File: src/rtl/pds_pkg.sv
package pds_pkg;
    parameter int PDS_BANK_W = 2;

    typedef struct packed {
        logic                  valid;
        logic                  wr;
        logic [PDS_BANK_W-1:0] bank;
    } pds_stage_t;

    typedef enum logic [2:0] {
        DP_IDLE,
        DP_RD_LO,
        DP_RD_HI,
        DP_WR_LO,
        DP_WR_HI
    } dp_state_e;
endpackage

File: src/rtl/pds_delay_line.sv
module pds_delay_line
    import pds_pkg::*;
#(
    parameter int DEPTH = 16
) (
    input  logic       clk,
    input  logic       rst_n,
    input  pds_stage_t din,
    output pds_stage_t taps [1:DEPTH]
);
    pds_stage_t sr [1:DEPTH];

    always_ff @(posedge clk or negedge rst_n) begin
        if (!rst_n) sr[1] <= '0;
        else        sr[1] <= din;
    end

    for (genvar g = 2; g <= DEPTH; g++) begin : g_stage
        always_ff @(posedge clk or negedge rst_n) begin
            if (!rst_n) sr[g] <= '0;
            else        sr[g] <= sr[g-1];
        end
    end

    assign taps = sr;
endmodule

File: src/rtl/pds_tap_select.sv
module pds_tap_select
    import pds_pkg::*;
#(
    parameter int DEPTH  = 16,
    parameter int CL_W   = 4,
    parameter int BANK_W = PDS_BANK_W
) (
    input  pds_stage_t        taps [1:DEPTH],
    input  logic              cfg_al,
    input  logic [CL_W-1:0]   cfg_cl,
    output pds_stage_t        start_stage,
    output logic              rd_go,
    output logic [BANK_W-1:0] rd_bank,
    output logic              wr_go,
    output logic [BANK_W-1:0] wr_bank
);
    localparam int IDX_W = $clog2(DEPTH + 2);

    logic [IDX_W-1:0] st_idx, rl_idx, wl_idx;
    pds_stage_t       rd_t, wr_t;

    assign st_idx = IDX_W'(cfg_al) + IDX_W'(1);
    assign rl_idx = IDX_W'(cfg_al) + IDX_W'(cfg_cl);
    assign wl_idx = IDX_W'(cfg_al) + IDX_W'(1);

    always_comb begin
        start_stage = '0;
        rd_t        = '0;
        wr_t        = '0;
        for (int i = 1; i <= DEPTH; i++) begin
            if (st_idx == IDX_W'(i)) start_stage = taps[i];
            if (rl_idx == IDX_W'(i)) rd_t        = taps[i];
            if (wl_idx == IDX_W'(i)) wr_t        = taps[i];
        end
    end

    assign rd_go   = rd_t.valid && !rd_t.wr;
    assign rd_bank = rd_t.bank;
    assign wr_go   = wr_t.valid && wr_t.wr;
    assign wr_bank = wr_t.bank;
endmodule

File: src/rtl/pds_burst_fsm.sv
module pds_burst_fsm
    import pds_pkg::*;
#(
    parameter int BANK_W = PDS_BANK_W
) (
    input  logic              clk,
    input  logic              rst_n,
    input  logic              rd_go,
    input  logic [BANK_W-1:0] rd_bank,
    input  logic              wr_go,
    input  logic [BANK_W-1:0] wr_bank,
    output logic              rd_en,
    output logic              wr_en,
    output logic [1:0]        beat_idx,
    output logic [BANK_W-1:0] burst_bank,
    output logic              overlap_err
);
    dp_state_e         state_q, state_d;
    logic [BANK_W-1:0] bank_q, bank_d;
    logic              ovl_q, ovl_d;

    always_ff @(posedge clk or negedge rst_n) begin
        if (!rst_n) begin
            state_q <= DP_IDLE;
            bank_q  <= '0;
            ovl_q   <= 1'b0;
        end else begin
            state_q <= state_d;
            bank_q  <= bank_d;
            ovl_q   <= ovl_d;
        end
    end

    always_comb begin
        state_d = state_q;
        bank_d  = bank_q;
        ovl_d   = 1'b0;
        unique case (state_q)
            DP_RD_LO: begin
                state_d = DP_RD_HI;
                ovl_d   = rd_go || wr_go;
            end
            DP_WR_LO: begin
                state_d = DP_WR_HI;
                ovl_d   = rd_go || wr_go;
            end
            DP_IDLE, DP_RD_HI, DP_WR_HI: begin
                if (rd_go) begin
                    state_d = DP_RD_LO;
                    bank_d  = rd_bank;
                    ovl_d   = wr_go;
                end else if (wr_go) begin
                    state_d = DP_WR_LO;
                    bank_d  = wr_bank;
                end else begin
                    state_d = DP_IDLE;
                    bank_d  = '0;
                end
            end
            default: begin
                state_d = DP_IDLE;
                bank_d  = '0;
            end
        endcase
    end

    always_comb begin
        rd_en       = 1'b0;
        wr_en       = 1'b0;
        beat_idx    = 2'd0;
        burst_bank  = '0;
        overlap_err = ovl_q;
        unique case (state_q)
            DP_RD_LO: begin rd_en = 1'b1; burst_bank = bank_q; end
            DP_RD_HI: begin rd_en = 1'b1; beat_idx = 2'd2; burst_bank = bank_q; end
            DP_WR_LO: begin wr_en = 1'b1; burst_bank = bank_q; end
            DP_WR_HI: begin wr_en = 1'b1; beat_idx = 2'd2; burst_bank = bank_q; end
            default:  ;
        endcase
    end

    AST_ONE_DIRECTION: assert property (@(posedge clk) disable iff (!rst_n)
        !(rd_en && wr_en));
    AST_PAIR_ORDER: assert property (@(posedge clk) disable iff (!rst_n)
        ((rd_en || wr_en) && beat_idx == 2'd0) |=>
        ((rd_en || wr_en) && beat_idx == 2'd2 && rd_en == $past(rd_en)));
    AST_BANK_HELD: assert property (@(posedge clk) disable iff (!rst_n)
        ((rd_en || wr_en) && beat_idx == 2'd2) |-> burst_bank == $past(burst_bank));
    AST_OVERLAP_IN_BURST: assert property (@(posedge clk) disable iff (!rst_n)
        overlap_err |-> (rd_en || wr_en));
endmodule

File: src/rtl/posted_cas_sched.sv
module posted_cas_sched
    import pds_pkg::*;
#(
    parameter int MAX_CL = 15,
    parameter int BANK_W = PDS_BANK_W,
    parameter int CL_W   = $clog2(MAX_CL + 1)
) (
    input  logic              clk,
    input  logic              rst_n,
    input  logic              cfg_al,
    input  logic [CL_W-1:0]   cfg_cl,
    input  logic              cmd_valid,
    input  logic              cmd_wr,
    input  logic [BANK_W-1:0] cmd_bank,
    output logic              ist_valid,
    output logic              ist_wr,
    output logic [BANK_W-1:0] ist_bank,
    output logic              rd_cap_en,
    output logic              wr_drv_en,
    output logic [1:0]        beat_idx,
    output logic [BANK_W-1:0] burst_bank,
    output logic              overlap_err
);
    localparam int DEPTH = MAX_CL + 1;

    pds_stage_t        din;
    pds_stage_t        taps [1:DEPTH];
    pds_stage_t        start_stage;
    logic              rd_go, wr_go;
    logic [BANK_W-1:0] rd_bank, wr_bank;

    assign din.valid = cmd_valid;
    assign din.wr    = cmd_valid && cmd_wr;
    assign din.bank  = cmd_valid ? cmd_bank : '0;

    pds_delay_line #(.DEPTH(DEPTH)) line_i (
        .clk   (clk),
        .rst_n (rst_n),
        .din   (din),
        .taps  (taps)
    );

    pds_tap_select #(.DEPTH(DEPTH), .CL_W(CL_W), .BANK_W(BANK_W)) tap_i (
        .taps        (taps),
        .cfg_al      (cfg_al),
        .cfg_cl      (cfg_cl),
        .start_stage (start_stage),
        .rd_go       (rd_go),
        .rd_bank     (rd_bank),
        .wr_go       (wr_go),
        .wr_bank     (wr_bank)
    );

    pds_burst_fsm #(.BANK_W(BANK_W)) fsm_i (
        .clk         (clk),
        .rst_n       (rst_n),
        .rd_go       (rd_go),
        .rd_bank     (rd_bank),
        .wr_go       (wr_go),
        .wr_bank     (wr_bank),
        .rd_en       (rd_cap_en),
        .wr_en       (wr_drv_en),
        .beat_idx    (beat_idx),
        .burst_bank  (burst_bank),
        .overlap_err (overlap_err)
    );

    assign ist_valid = start_stage.valid;
    assign ist_wr    = start_stage.valid && start_stage.wr;
    assign ist_bank  = start_stage.valid ? start_stage.bank : '0;

    AST_WR_AFTER_START: assert property (@(posedge clk) disable iff (!rst_n)
        (ist_valid && ist_wr) |=> ((wr_drv_en && beat_idx == 2'd0) || overlap_err));

    always_ff @(posedge clk) begin
        if (rst_n) begin
            AST_CL_RANGE: assert (cfg_cl >= CL_W'(2) && int'(cfg_cl) <= MAX_CL);
        end
    end
endmodule

File: config.mk
export PLATFORM = sky130hd
export DESIGN_NAME = posted_cas_sched
export DESIGN_NICKNAME = d
export VERILOG_FILES = /design/src/rtl/pds_pkg.sv /design/src/rtl/pds_delay_line.sv /design/src/rtl/pds_tap_select.sv /design/src/rtl/pds_burst_fsm.sv /design/src/rtl/posted_cas_sched.sv
export SDC_FILE = /design/constraint.sdc
export NUM_CORES = 1
export LEC_CHECK = 0
export ABC_AREA = 1
export BUFFER_PORTS_ARGS = -buffer_cell sky130_fd_sc_hd__buf_2
export CORE_MARGIN = 3
export CORE_UTILIZATION = 45
export DETAILED_ROUTE_END_ITERATION = 16
export GPL_ROUTABILITY_DRIVEN = 1
export PLACE_DENSITY_LB_ADDON = 0.25
export SLEW_MARGIN = 0
export SYNTH_ARGS = -nofsm -noshare
export SYNTH_HDL_FRONTEND = slang
export SYNTH_HIERARCHICAL = 1
export SYNTH_SLANG_ARGS = --single-unit
File: constraint.sdc
create_clock -name clk -period 2 [get_ports clk]
set_clock_uncertainty 0.1 [all_clocks]
set_input_delay 0.3 -clock clk [delete_from_list [all_inputs] [get_ports clk]]
set_output_delay 0.3 -clock clk [all_outputs]
set_load 0.05 [all_outputs]
After elaboration in Yosys (flattened, before gate mapping). Cells that the tools add are included.

$add $sub $neg: 2. Multipliers: 0. Divide/modulo/power cells: 0. Magnitude comparators: 0. Equal/unequal tests: 36. Shifts and indexed selects: 0. Muxes and demuxes: 46. Bitwise logic cells: 0. Reduce and logical (&&, ||, !) cells: 12.

Operator list (count): 4-bit 2-to-1 mux (32); 5-bit by 4-bit equality test with 1-bit output (second input constant) (16); 5-bit by 3-bit equality test with 1-bit output (second input constant) (8); 5-bit by 2-bit equality test with 1-bit output (second input constant) (4); 2-bit 2-to-1 mux (7); 5-bit by 1-bit equality test with 1-bit output (second input constant) (2); 5-bit equality test (second input constant) (2); 3-bit one-hot mux with 3 select lines (1); 2-bit OR reduction (4); 3-bit by 2-bit equality test with 1-bit output (second input constant) (2); 1-bit by 4-bit adder with 5-bit output (1); 2-bit one-hot mux with 2 select lines (1); 4-bit OR reduction (1); 3-bit by 1-bit equality test with 1-bit output (second input constant) (1); 3-bit equality test (second input constant) (1); 1-bit logical AND (3); 3-bit logical NOT (1); 1-bit 2-to-1 mux (3); 3-bit 2-to-1 mux (1); 3-bit OR reduction (1); 1-bit by 1-bit adder with 2-bit output (second input constant) (1); 1-bit one-hot mux with 2 select lines (1); 1-bit logical NOT (1); 1-bit logical OR (1).

Flip-flop bits (word level): 70. Latch bits: 0. Memory bits (writable): 0. ROM bits: 0. Input bits: 11. Memories kept: 0.

Logic depth before layout (Yosys ltp).
Depth after elaboration: 22. Gate-level depth with buffers: 22. Mapped depth without buffers: 22.

Modules after synthesis. The synthesis kept the hierarchy.

By module, submodules not included: pds_delay_line (instances 1, cells each 64, area each 1601.5 sq um, sequential area each 1601.5 sq um); pds_tap_select (instances 1, cells each 177, area each 865.8 sq um, sequential area each 0.0 sq um); pds_burst_fsm (instances 1, cells each 45, area each 329.1 sq um, sequential area each 150.1 sq um); posted_cas_sched (instances 1, cells each 12, area each 45.0 sq um, sequential area each 0.0 sq um).

Worst setup path after synthesis. No wires, ideal clock.

Path type: input to register. From: input cfg_al. To: register fsm_i.bank_q[1]. Library setup time: 0.065 ns. Data arrival time: 2.353 ns. Data required time: 1.835 ns. Setup slack: -0.518 ns. Cell stages on the path: 21. Buffers on the path: 0. Path through: ha_1 ha_1 xnor2_2 inv_4 nor2_4 nand3_2 inv_2 nand2_1 nand2_1 inv_1 nand3_1 nand2_1 nand3_1 nand4_1 nand2_1 nand3_1 inv_2 nand3_1 nand2_1 nand2_1 nand2_1.

Longest elaborated chain between the ends: 22.

RTL lines: from (decl) (line posted_cas_sched.sv:10) `input logic cfg_al,`; 1-bit by 4-bit adder with 5-bit output * (line pds_tap_select.sv:23) `assign rl_idx = IDX_W'(cfg_al) + IDX_W'(cfg_cl);`; 5-bit by 1-bit equality test with 1-bit output (line pds_tap_select.sv:32) `if (rl_idx == IDX_W'(i)) rd_t = taps[i];`; 4-bit 2-to-1 mux (15 in a row) (line pds_tap_select.sv:32); 4-bit 2-to-1 mux * (line pds_tap_select.sv:32); 1-bit logical NOT (line pds_tap_select.sv:37) `assign rd_go = rd_t.valid && !rd_t.wr;`; 1-bit logical AND * (line pds_tap_select.sv:37); named net rd_go (line posted_cas_sched.sv:29) `logic rd_go, wr_go;`; 2-bit 2-to-1 mux * (line pds_burst_fsm.sv:48) `if (rd_go) begin`; 2-bit one-hot mux with 2 select lines * (line pds_burst_fsm.sv:38) `unique case (state_q)`; to (signal assigned) (line pds_burst_fsm.sv:29) `bank_q <= bank_d;`; to (decl) (line pds_burst_fsm.sv:19) `logic [BANK_W-1:0] bank_q, bank_d;`.

The timed path passes the listed nets; every way through them passes the cells marked *. A chain may end at the register's enable or synchronous reset.

Worst setup path in the final report.
From: input cfg_al. To: register fsm_i.bank_q[0].

RTL lines: 1-bit by 4-bit adder with 5-bit output * (line pds_tap_select.sv:23); 5-bit by 1-bit equality test with 1-bit output (line pds_tap_select.sv:32); 4-bit 2-to-1 mux (15 in a row) (line pds_tap_select.sv:32); 4-bit 2-to-1 mux * (line pds_tap_select.sv:32); named net rd_bank[0] (line posted_cas_sched.sv:30) `logic [BANK_W-1:0] rd_bank, wr_bank;`; 2-bit 2-to-1 mux * (line pds_burst_fsm.sv:48); 2-bit one-hot mux with 2 select lines * (line pds_burst_fsm.sv:38).

Marks and branches as above.

==> metrics.cfg <==
[synthesis]
ys_types = 32
synth_fp_nets = 311
ys_ff_latch = 70
synth_cells = 298
synth.top_cell.area_share_pct = 61.65
synth-async-reset-ratio_pct = 100.0
syn_area_um2 = 2841
synth_ff_type = dfrtp_1
muxShareOfSynthArea_pct = 0.7926
synth-edff-count = 0
synth-xor-area-share_pct = 0.5724
synth_compound_area_share_pct = 2.950
synthAdderAreaFrac_pct = 0.8807
synth_top_family_by_area = simple AND/OR/NAND/NOR gates
yosysWarnings = 6
synth.most_common_cell = nand2_1
synth_area_per_cell_um2 = 9.535
yosysSeqAreaShare_pct = 61.65
synth_area_leaders = dfrtp_1 (62%), nand2_1 (11%), inv_1 (5.0%)
yosys-top-cells-count = nand2_1 (82), dfrtp_1 (70), inv_1 (38), nor2_1 (23), nand3_1 (18)
synth_simple_gate_area_share_pct = 25.67
yosysTopAreaCell = dfrtp_1

[cts]
cts_sinks = 70
h-tree-depth = 3
cts_tree = done
cts_buffer_depth = 2
root_buffer = clkbuf_8
clkTransAtPathRegs_ns = 0.08
worstSkewPairLatency_ns = 0.34
cts_buffers = 9

[pwr]
power_mw = 3.490
leakage_nw = 1.902
power.density_nw_per_um2 = 954.5
peakVddDrop_uv = 712.6

[route]
vias_per_cell = 4.790
wl_per_cell_um = 12.70
drt_wl_total_um = 5613
first_pass_iters = 4
ant_nets = 0
route.detailed.drc = 0
via_count = 2117
drtIter0Drc = 130

[cells_and_area]
design_area_um2 = 3656
drive_gt1_share_pct = 32.15
fillers = 506
num-nets-final = 376
syn_to_final_growth_pct = 28.67
antenna_cells = 0
seqCellArea_um2 = 1752
multiInputGateArea_um2 = 1015

[worst_setup_path]
cp_max_fo = 5
crit_family = simple AND/OR/NAND/NOR gates
critical_path_class = primary input to register
cp_num_buf_inv = 3
worstPathRequired_ns = 2.14
cp_common_cell = nand2_1
r2r_cells = 13
cp-end-kind = register
cpMaxStageDelayCell = xnor2_4
crit_arrival_ns = 2.38
max_stage_delay_ns = 0.27
cp.depth = 19
cp-start-kind = primary input
crit_path_cell_trace = buf_8 > ha_4 > ha_4 > xnor2_4 > inv_4 > nor2_4 > nand3_2 > buf_4 > or2_0 > nand2_1 > nand3_1 > nand2_1 > nand2_1 > nand2_1 > nand4_1 > nand2_1 > nand2_1 > nand2_1 > nand2_1

[floorplanning]
die_h_um = 85.47
initial_utilization_pct = 47.16
rows = 28
die-width_um = 85.47
die_area_um2 = 7304
core_area_um2 = 6026
io_pins = 22

[timing]
timing.fmax_mhz = 446.9
finalHoldViolCount = 0
slew_headroom_pct = 61.75
setup_ws_ns = -0.2375
worstMarginPinSlew_ns = 0.5717
tns_ns = -0.9086
rsz0062_at_grt = yes
slew_viol_final = 0
fin_crit_ns = 2.237
min_period_over_period_pct = 111.9
finalSetupViolations = 5

[status]
status = complete, but fails checks
violations = setup timing

[placed_design]
port_buffers = 20
hpwlAfterDp_um = 4071
place_congestion = 0.7894
post_dp_cell_area_um2 = 3314

[global_routing]
grt_antenna_before_repair = 0
track_usage_pct = 17.51
overflow = 0
first_global_vias = 2193
grt_max_degree = 56
grt_pass1_wl_um = 9735

[flow_run]
maxCapViolCount = 0

[worst_hold_path]
hold_depth = 3
hp-class = primary input to register

-- cell type report --
class / instances / share of cell area [%]
clock buffers: 9 / 3.388
inverters: 45 / 4.757
repair buffers: 59 / 11.88
multi-input cells: 178 / 27.75
clock inverters: 6 / 1.745
flip-flops and latches: 70 / 47.91
well taps: 75 / 2.567
-- sequential cells by signal, summed over array words and instances (netlist names) --
signal             cells
fsm_i/state_q          3
fsm_i/overlap_err      1
fsm_i/bank_q           2
line_i/taps           64
-- worst register-to-register path: stages, from the launching register on --
cell	delay (ns)
dfrtp_1	0.41
o2111ai_1	0.25
nand4_1	0.14
nand2_1	0.09
nand3_1	0.09
nand3_2	0.08
nand4_1	0.11
nand2_2	0.11
nand3_4	0.11
inv_4	0.09
nand3_2	0.05
nand2_1	0.09
nand2_1	0.05
nand2_1	0.07
-- kinds of logic (layout without fill, tap and decap cells) --
| family | count (synthesis) | after routing |
|---|---|---|
| AO/OA/AOI/OAI | 14 | 14 |
| XOR/XNOR | 1 | 1 |
| adder cells (fa/ha/maj) | 2 | 2 |
| buffers and inverters | 50 | 119 |
| flip-flops | 70 | 70 |
| multiplexers | 2 | 2 |
| other | 1 | 1 |
| AND/OR/NAND/NOR | 158 | 158 |
-- layer usage --
| layer | global-route usage (%) | vias to the layer above | routed length, um |
|---|---|---|---|
| met3 | 5.437 | 13 | 220 |
| met4 | 9.784 | 0 | 152 |
| met5 | 0 | - | 0 |
| li1 | - | 1069 | - |
| met2 | 25.78 | 49 | 2648 |
| met1 | 22.93 | 986 | 2591 |
-- timing repair --
item                       4_1_cts  5_1_grt
hold endpoints to repair        16        0
pin swaps                        6       17
gates cloned                     0        0
resized for setup               12       14
setup buffers                    2        2
setup endpoints to repair        5        5
hold buffers                     2        0
-- cells in the final DEF, fill, tap and decap left out, drive strengths merged --
cell type and instances:
o2111ai 1, nand3b 7, o21ai 6, ha 2
nand3 20, clkinv 3, conb 1, clkbuf 9
bufinv 1, xnor2 1, a21oi 5, nand2 86
nor2 28, o311ai 1, inv 45, or2 3
nor3 1, nand4 12, nor3b 1, dfrtp 70
dlygate4sd3 2, clkinvlp 2, buf 57, o21a 1
mux2 2
-- per-stage QoR --
step                setup slack [ns]  util [%]  instances  hold slack, ns
floorplan                    -0.2111         -        298        -0.09559
global placement             -0.5855     55.00        421          0.1373
detailed placement           -0.6505     55.00        421          0.1351
CTS                          -0.1705     59.55        440         0.01453
global route                 -0.4461     60.67        442         0.03883
finish                       -0.2375     60.67        442         0.03654
-- power by group --
part           total [mW]  internal [mW]  switching, mW
clock                1.08          0.565          0.516
sequential           1.59           1.52         0.0711
combinational       0.815          0.266          0.549
total                3.49           2.35           1.14
-- worst paths after layout --
path                            startpoint                 to  slack [ns]
max                                 cfg_al    fsm_i/bank_q[0]       -0.24
min                                 cmd_wr    line_i/taps[62]        0.04
max reg2reg                line_i/taps[43]    fsm_i/bank_q[1]        0.12
min reg2reg                line_i/taps[27]    line_i/taps[23]        0.27
max in group asynchronous            rst_n    line_i/taps[52]        0.91
min in group asynchronous            rst_n  fsm_i/overlap_err        0.30
(Power assumes the default switching activity.)
